$ cat config.mk
export PLATFORM = sky130hd
export DESIGN_NAME = sio_cfg_space
export DESIGN_NICKNAME = d
export VERILOG_FILES = /design/src/rtl/sio_cfg_pkg.sv /design/src/rtl/sio_port_decode.sv /design/src/rtl/sio_unit_regs.sv /design/src/rtl/sio_gpio_pins.sv /design/src/rtl/sio_cfg_space.sv
export SDC_FILE = /design/constraint.sdc
export NUM_CORES = 1
export LEC_CHECK = 0
export BUFFER_PORTS_ARGS = -buffer_cell sky130_fd_sc_hd__buf_4
export CAP_MARGIN = 20
export CORE_AREA = 10 10 314 316
export DETAILED_ROUTE_END_ITERATION = 10
export DIE_AREA = 0 0 324 326
export PLACE_DENSITY = 0.71
export SETUP_SLACK_MARGIN = 0.02
export SLEW_MARGIN = 20
export SYNTH_ARGS = -nofsm -noshare
export SYNTH_HDL_FRONTEND = slang
export SYNTH_SLANG_ARGS = --single-unit
export TNS_END_PERCENT = 50
$ cat constraint.sdc
create_clock -name clk -period 4.2 [get_ports clk]
set_input_delay 0.63 -clock clk [delete_from_list [all_inputs] [get_ports clk]]
set_output_delay 0.63 -clock clk [all_outputs]
set_load 0.01 [all_outputs]
$ cat src/rtl/sio_cfg_pkg.sv
package sio_cfg_pkg;
  localparam logic [7:0]  IDX_UNIT_SEL = 8'h07;
  localparam logic [7:0]  IDX_CHIP_ID  = 8'h20;
  localparam logic [7:0]  IDX_CHIP_CFG = 8'h21;
  localparam logic [7:0]  IDX_ACTIVATE = 8'h30;
  localparam logic [7:0]  IDX_BASE_HI  = 8'h60;
  localparam logic [7:0]  IDX_BASE_LO  = 8'h61;
  localparam logic [7:0]  IDX_PIN_SEL  = 8'hF0;
  localparam logic [7:0]  IDX_PIN_CFG  = 8'hF1;
  localparam logic [7:0]  IDX_PIN_EVT  = 8'hF2;
  localparam logic [15:0] PORT_PRIMARY   = 16'h002E;
  localparam logic [15:0] PORT_ALTERNATE = 16'h004E;
endpackage

$ cat src/rtl/sio_port_decode.sv
module sio_port_decode
  import sio_cfg_pkg::*;
(
  input  logic        clk,
  input  logic        rst_n,
  input  logic        strap_alt,
  input  logic [15:0] io_addr,
  input  logic        io_wr,
  input  logic [7:0]  io_wdata,
  output logic        idx_sel,
  output logic        dat_sel,
  output logic [7:0]  index_q
);
  logic [15:0] idx_port;
  logic        index_en;
  logic [7:0]  index_d;

  always_comb begin
    idx_port = strap_alt ? PORT_ALTERNATE : PORT_PRIMARY;
    idx_sel  = (io_addr == idx_port);
    dat_sel  = (io_addr == (idx_port + 16'd1));
  end

  always_comb begin
    index_en = io_wr & idx_sel;
    index_d  = io_wdata;
  end

  always_ff @(posedge clk or negedge rst_n) begin
    if (!rst_n)        index_q <= 8'h00;
    else if (index_en) index_q <= index_d;
  end
endmodule

$ cat src/rtl/sio_unit_regs.sv
module sio_unit_regs
  import sio_cfg_pkg::*;
#(
  parameter int NUM_UNITS = 16
) (
  input  logic                    clk,
  input  logic                    rst_n,
  input  logic                    wr_en,
  input  logic [7:0]              unit_sel,
  input  logic [7:0]              index,
  input  logic [7:0]              wdata,
  output logic [NUM_UNITS-1:0]    act_o,
  output logic [NUM_UNITS*16-1:0] base_o,
  output logic [7:0]              rd_data
);
  localparam int         UNIT_W     = (NUM_UNITS > 1) ? $clog2(NUM_UNITS) : 1;
  localparam logic [8:0] UNIT_LIMIT = 9'(NUM_UNITS);

  logic [NUM_UNITS-1:0] act_q;
  logic [15:0]          base_q [NUM_UNITS];
  logic                 sel_ok;
  logic [UNIT_W-1:0]    sel_idx;

  always_comb begin
    sel_ok  = ({1'b0, unit_sel} < UNIT_LIMIT);
    sel_idx = unit_sel[UNIT_W-1:0];
  end

  for (genvar u = 0; u < NUM_UNITS; u++) begin : g_unit
    logic       hit_u, act_en, hi_en, lo_en, act_d;
    logic [7:0] hi_d, lo_d, hi_q, lo_q;

    always_comb begin
      hit_u  = wr_en && (unit_sel == 8'(u));
      act_en = hit_u && (index == IDX_ACTIVATE);
      hi_en  = hit_u && (index == IDX_BASE_HI);
      lo_en  = hit_u && (index == IDX_BASE_LO);
      act_d  = wdata[0];
      hi_d   = wdata;
      lo_d   = wdata;
    end

    always_ff @(posedge clk or negedge rst_n) begin
      if (!rst_n)      act_q[u] <= 1'b0;
      else if (act_en) act_q[u] <= act_d;
    end

    always_ff @(posedge clk or negedge rst_n) begin
      if (!rst_n)     hi_q <= 8'h00;
      else if (hi_en) hi_q <= hi_d;
    end

    always_ff @(posedge clk or negedge rst_n) begin
      if (!rst_n)     lo_q <= 8'h00;
      else if (lo_en) lo_q <= lo_d;
    end

    assign base_q[u]          = {hi_q, lo_q};
    assign base_o[u*16 +: 16] = {hi_q, lo_q};
  end

  assign act_o = act_q;

  always_comb begin
    rd_data = 8'h00;
    if (sel_ok) begin
      case (index)
        IDX_ACTIVATE: rd_data = {7'b0, act_q[sel_idx]};
        IDX_BASE_HI:  rd_data = base_q[sel_idx][15:8];
        IDX_BASE_LO:  rd_data = base_q[sel_idx][7:0];
        default:      rd_data = 8'h00;
      endcase
    end
  end
endmodule

$ cat src/rtl/sio_gpio_pins.sv
module sio_gpio_pins
  import sio_cfg_pkg::*;
#(
  parameter int NUM_PORTS = 4,
  localparam int NUM_PINS = NUM_PORTS * 8
) (
  input  logic                  clk,
  input  logic                  rst_n,
  input  logic                  wr_en,
  input  logic [7:0]            index,
  input  logic [7:0]            wdata,
  output logic [NUM_PINS*8-1:0] cfg_o,
  output logic [NUM_PINS*8-1:0] evt_o,
  output logic [7:0]            rd_data
);
  localparam int         PORT_W     = (NUM_PORTS > 1) ? $clog2(NUM_PORTS) : 1;
  localparam int         PIN_W      = PORT_W + 3;
  localparam logic [4:0] PORT_LIMIT = 5'(NUM_PORTS);

  logic             psel_en;
  logic [7:0]       psel_d, psel_q;
  logic             pin_ok;
  logic [PIN_W-1:0] pin_idx;
  logic [7:0]       cfg_arr [NUM_PINS];
  logic [7:0]       evt_arr [NUM_PINS];

  always_comb begin
    psel_en = wr_en && (index == IDX_PIN_SEL);
    psel_d  = {wdata[7:4], 1'b0, wdata[2:0]};
  end

  always_ff @(posedge clk or negedge rst_n) begin
    if (!rst_n)       psel_q <= 8'h00;
    else if (psel_en) psel_q <= psel_d;
  end

  always_comb begin
    pin_ok  = ({1'b0, psel_q[7:4]} < PORT_LIMIT);
    pin_idx = {psel_q[4 +: PORT_W], psel_q[2:0]};
  end

  for (genvar p = 0; p < NUM_PINS; p++) begin : g_pin
    logic       hit_p, cfg_en, evt_en;
    logic [7:0] cfg_q, evt_q;

    always_comb begin
      hit_p  = wr_en && pin_ok && (pin_idx == PIN_W'(p));
      cfg_en = hit_p && (index == IDX_PIN_CFG);
      evt_en = hit_p && (index == IDX_PIN_EVT);
    end

    always_ff @(posedge clk or negedge rst_n) begin
      if (!rst_n)      cfg_q <= 8'h00;
      else if (cfg_en) cfg_q <= wdata;
    end

    always_ff @(posedge clk or negedge rst_n) begin
      if (!rst_n)      evt_q <= 8'h00;
      else if (evt_en) evt_q <= wdata;
    end

    assign cfg_arr[p]       = cfg_q;
    assign evt_arr[p]       = evt_q;
    assign cfg_o[p*8 +: 8]  = cfg_q;
    assign evt_o[p*8 +: 8]  = evt_q;
  end

  always_comb begin
    case (index)
      IDX_PIN_SEL: rd_data = psel_q;
      IDX_PIN_CFG: rd_data = pin_ok ? cfg_arr[pin_idx] : 8'h00;
      IDX_PIN_EVT: rd_data = pin_ok ? evt_arr[pin_idx] : 8'h00;
      default:     rd_data = 8'h00;
    endcase
  end
endmodule

$ cat src/rtl/sio_cfg_space.sv
module sio_cfg_space
  import sio_cfg_pkg::*;
#(
  parameter logic [7:0] CHIP_ID   = 8'hE5,
  parameter int         NUM_UNITS = 16,
  parameter int         GPIO_UNIT = 7,
  parameter int         NUM_PORTS = 4,
  localparam int        NUM_PINS  = NUM_PORTS * 8
) (
  input  logic                    clk,
  input  logic                    rst_n,
  input  logic                    strap_alt,
  input  logic [15:0]             io_addr,
  input  logic                    io_wr,
  input  logic                    io_rd,
  input  logic [7:0]              io_wdata,
  output logic [7:0]              io_rdata,
  output logic                    io_hit,
  output logic [NUM_UNITS-1:0]    unit_act_o,
  output logic [NUM_UNITS*16-1:0] unit_base_o,
  output logic [NUM_PINS*8-1:0]   pin_cfg_o,
  output logic [NUM_PINS*8-1:0]   pin_evt_o
);
  logic                 idx_sel, dat_sel;
  logic [7:0]           index_q;
  logic                 data_wr;
  logic                 en_en, en_d, chip_en_q;
  logic                 sel_en;
  logic [7:0]           sel_d, unit_sel_q;
  logic                 gpio_sel, gpio_wr;
  logic [NUM_UNITS-1:0] act_raw;
  logic [7:0]           unit_rd, gpio_rd, reg_rd;

  sio_port_decode u_decode (
    .clk(clk), .rst_n(rst_n), .strap_alt(strap_alt), .io_addr(io_addr),
    .io_wr(io_wr), .io_wdata(io_wdata),
    .idx_sel(idx_sel), .dat_sel(dat_sel), .index_q(index_q)
  );

  always_comb begin
    data_wr  = io_wr & dat_sel;
    en_en    = data_wr && (index_q == IDX_CHIP_CFG);
    en_d     = io_wdata[0];
    sel_en   = data_wr && (index_q == IDX_UNIT_SEL);
    sel_d    = io_wdata;
    gpio_sel = (unit_sel_q == 8'(GPIO_UNIT));
    gpio_wr  = data_wr && gpio_sel;
  end

  always_ff @(posedge clk or negedge rst_n) begin
    if (!rst_n)     chip_en_q <= 1'b1;
    else if (en_en) chip_en_q <= en_d;
  end

  always_ff @(posedge clk or negedge rst_n) begin
    if (!rst_n)      unit_sel_q <= 8'h00;
    else if (sel_en) unit_sel_q <= sel_d;
  end

  sio_unit_regs #(.NUM_UNITS(NUM_UNITS)) u_units (
    .clk(clk), .rst_n(rst_n), .wr_en(data_wr), .unit_sel(unit_sel_q),
    .index(index_q), .wdata(io_wdata),
    .act_o(act_raw), .base_o(unit_base_o), .rd_data(unit_rd)
  );

  sio_gpio_pins #(.NUM_PORTS(NUM_PORTS)) u_gpio (
    .clk(clk), .rst_n(rst_n), .wr_en(gpio_wr), .index(index_q),
    .wdata(io_wdata), .cfg_o(pin_cfg_o), .evt_o(pin_evt_o), .rd_data(gpio_rd)
  );

  always_comb begin
    unit_act_o = act_raw & {NUM_UNITS{chip_en_q}};
    io_hit     = idx_sel | dat_sel;
  end

  always_comb begin
    case (index_q)
      IDX_UNIT_SEL:                          reg_rd = unit_sel_q;
      IDX_CHIP_ID:                           reg_rd = CHIP_ID;
      IDX_CHIP_CFG:                          reg_rd = {7'b0, chip_en_q};
      IDX_ACTIVATE, IDX_BASE_HI, IDX_BASE_LO: reg_rd = unit_rd;
      IDX_PIN_SEL, IDX_PIN_CFG, IDX_PIN_EVT: reg_rd = gpio_sel ? gpio_rd : 8'h00;
      default:                               reg_rd = 8'h00;
    endcase
  end

  always_comb begin
    if (!io_rd)       io_rdata = 8'h00;
    else if (idx_sel) io_rdata = index_q;
    else if (dat_sel) io_rdata = reg_rd;
    else              io_rdata = 8'h00;
  end
endmodule

==> run_results.csv <==
group,metric,value,unit
worst_setup_path,r2r_end,"u_gpio.g_pin[30].evt_q[3]$_DFFE_PN0P_",
synth,synth_ff_type,"dfrtp_1",
floorplanning,start_util,41.00,%
synth,synthArstFlopShare,100.0,%
global_route,grt_max_degree,185,
synth,synth_seq_area_share,53.33,%
clock_tree,cts_tree,"built",
floorplanning,die_y,326,µm
floorplanning,io_pins,822,
route,first_iter_violations,2783,
sta,min_period_over_period,98.91,%
final_layout,final_cell_mix,"buf_4, mux2_2, dfrtp_1, mux4_2, clkbuf_16",
synth,synth_edf_count,0,
clock_tree,numCtsBuffers,87,
placement,place.gp.congestion,0.9301,
sta,fmax,240.7,MHz
synth,ys_warn_count,0,
worst_setup_path,crit_path_start_kind,"register",
status,status,"complete, no violations",
placement,portBuffers,821,
final_layout,nets,3436,
synth,netlist-cell-type-count,61,
final_layout,multi_input_area,17180,µm²
floorplanning,die_area,105600,µm²
global_route,grt_overflow,0,
floorplanning,die_width,324,µm
clock_tree,path_clk_slew,0.06,ns
power,leakage,24.80,nW
global_route,grt_pass1_wl,227.5,mm
clock_tree,cts-root-buf,"clkbuf_16",
placement,placed_cells,4484,
synth,synth-seq-cells,808,
route,antenna_left,0,
final_layout,fin_cells,4667,
worst_setup_path,r2r_slack,0.91,ns
worst_setup_path,reg2regPathDepth,6,
synth,syn_area_per_cell,14.98,µm²
global_route,antenna_found_initial,7,
global_route,grt_pass1_vias,28600,
power,powerDensity,322.5,nW/µm²
sta,worst_pin_slew,1.169,ns
job,cap_viol_max_count,0,
route,via_count,28390,
clock_tree,cts.sinks,808,
route,drt_wl_total,164.3,mm
clock_tree,cts.path.max_buffers,3,
final_layout,seq_area,20240,µm²
final_layout,area_delta_synth_final,30.80,%
worst_setup_path,r2r-start,"u_decode.index_q[3]$_DFFE_PN0P_",
power,ir_drop,0.2782,mV
worst_setup_path,endpoint_kind,"output pin",
sta,tns,0,ns
route,wl_per_cell,35.20,µm
sta,fin_skew,0.01864,ns
final_layout,drive_above_1_share,64.81,%
worst_setup_path,critPathMaxFanout,5,
synth,synth_cells,2531,
sta,setup-violations-final,0,
worst_setup_path,arrival,3.52,ns
worst_setup_path,cp.required,3.57,ns
route,drc,0,
final_layout,fillers,7855,
global_route,grt_usage,30.05,%
sta,maxSlewHeadroom,22.04,%
sta,drv_slew,0,
sta,period_minus_slack,4.154,ns
synth,syn_nets,2560,
sta,timing.final.hold_violations,0,
synth,synth_area,37920,µm²
clock_tree,ctsHtreeMaxLevel,3,
placement,hpwlAfterDp,121.1,mm
sta,grt_setup_unrepaired,"yes",
worst_setup_path,crit_type,"reg2out",
route,first_pass_iters,5,
final_layout,layout_commonest_cell,"buf_4",
route,vias_per_cell,6.082,
floorplanning,fp.coreArea,92490,µm²
worst_hold_path,hold_path.class,"in2async",
floorplanning,rows,112,
worst_setup_path,cp-startpoint,"u_gpio.psel_q[1]$_DFFE_PN0P_",
clock_tree,clk_latency,0.66,ns
-- worst max-delay path by stage --
stage,endpoint,slack (ns),cells after the start
2_1_floorplan,io_rdata[6],1.20,8
3_3_place_gp,io_rdata[1],0.08,8
3_5_place_dp,io_rdata[1],0.05,10
4_1_cts,io_rdata[7],0.01,9
5_1_grt,io_rdata[3],-0.04,11
6_report,io_rdata[6],0.05,10
-- per-stage QoR --
stage / power, mW / cell area (µm²) / hold WS, ns / utilization, % / worst slack (ns)
after floorplan: 8.020 / 37920 / 0.3344 / - / 1.198
after global placement: 8.308 / 45970 / 0.5079 / 49.70 / 0.07766
after detailed placement: 8.311 / 45970 / 0.5078 / 49.70 / 0.05441
after CTS: 16.10 / 49250 / 0.4398 / 53.25 / 0.01108
after global routing: 16.42 / 49590 / 0.4697 / 53.62 / -0.04002
final: 15.99 / 49600 / 0.4762 / 53.62 / 0.04577
-- layer usage --
layer	vias up	track usage (%)	share of wire, %
li1	11290	-	-
met1	15170	37.38	38
met2	1585	47.62	47
met3	332	9.678	10
met4	8	12.95	4.8
met5	-	0	0.029
-- layout make-up --
cell class | instances | share of cell area [%]
diodes | 3 | 0.01514
clock buffers | 124 | 5.076
clock inverters | 25 | 0.6660
inverters | 5 | 0.03784
multi-input cells | 1520 | 34.63
flip-flops and latches | 808 | 40.81
well taps | 1197 | 3.020
repair buffers | 985 | 15.74
-- timing repair --
action / CTS / global route
resized for setup: 51 / 28
endpoints found under the setup margin: 8 / 8
gates cloned: 1 / 2
hold buffers: 1 / 0
setup buffers: 16 / 8
pin swaps: 3 / 12
hold endpoints to repair: 31 / 0
-- registers in the layout, summed over array words and instances (netlist names) --
name,flops
unit_sel_q,8
u_units.g_unit.lo_q,128
u_gpio.g_pin.cfg_q,256
u_gpio.g_pin.evt_q,256
u_units.g_unit.hi_q,128
u_gpio.psel_q,7
u_units.act_o,16
chip_en_q,1
u_decode.index_q,8
-- logic make-up (layout without fill, tap and decap cells) --
group	Yosys count	count (layout)	share of synthesized area (%)
AO/OA/AOI/OAI	148	148	2.732
buffers and inverters	203	1139	2.270
flip-flops	808	808	53.33
multiplexers	1031	1031	36.03
other	0	3	0
AND/OR/NAND/NOR	341	341	5.633
-- critical path, cell delays in order (launching register included) --
cell and delay, ns:
dfrtp_4 0.50, buf_12 0.14, mux4_2 0.54, a22o_1 0.26
a211oi_2 0.39, a211oi_2 0.11, buf_4 0.17, nor4_2 0.32
nor3_2 0.13, buf_4 0.15, buf_4 0.13
-- power breakdown --
group / total (mW) / internal (mW) / switching (mW)
clock: 7.82 / 4.58 / 3.24
sequential: 7.79 / 7.78 / 0.0000706
combinational: 0.384 / 0.0560 / 0.328
total: 16.0 / 12.4 / 3.57
-- cells in the mapped netlist, types with 17 or more instances --
library cell	n	area share [%]
and2_1	21	0.35
mux2_2	807	24
clkbuf_1	137	1.4
nand2_2	20	0.33
a21oi_1	24	0.32
mux4_2	186	11
mux2i_1	33	0.87
nor2_1	38	0.38
buf_2	46	0.61
nand2_1	69	0.68
nor3_1	31	0.41
nand3_1	39	0.51
dfrtp_1	807	53
nor2_2	20	0.33
a31oi_1	17	0.28
a22oi_1	33	0.65
Note: power is estimated with default switching activity, not from simulation.
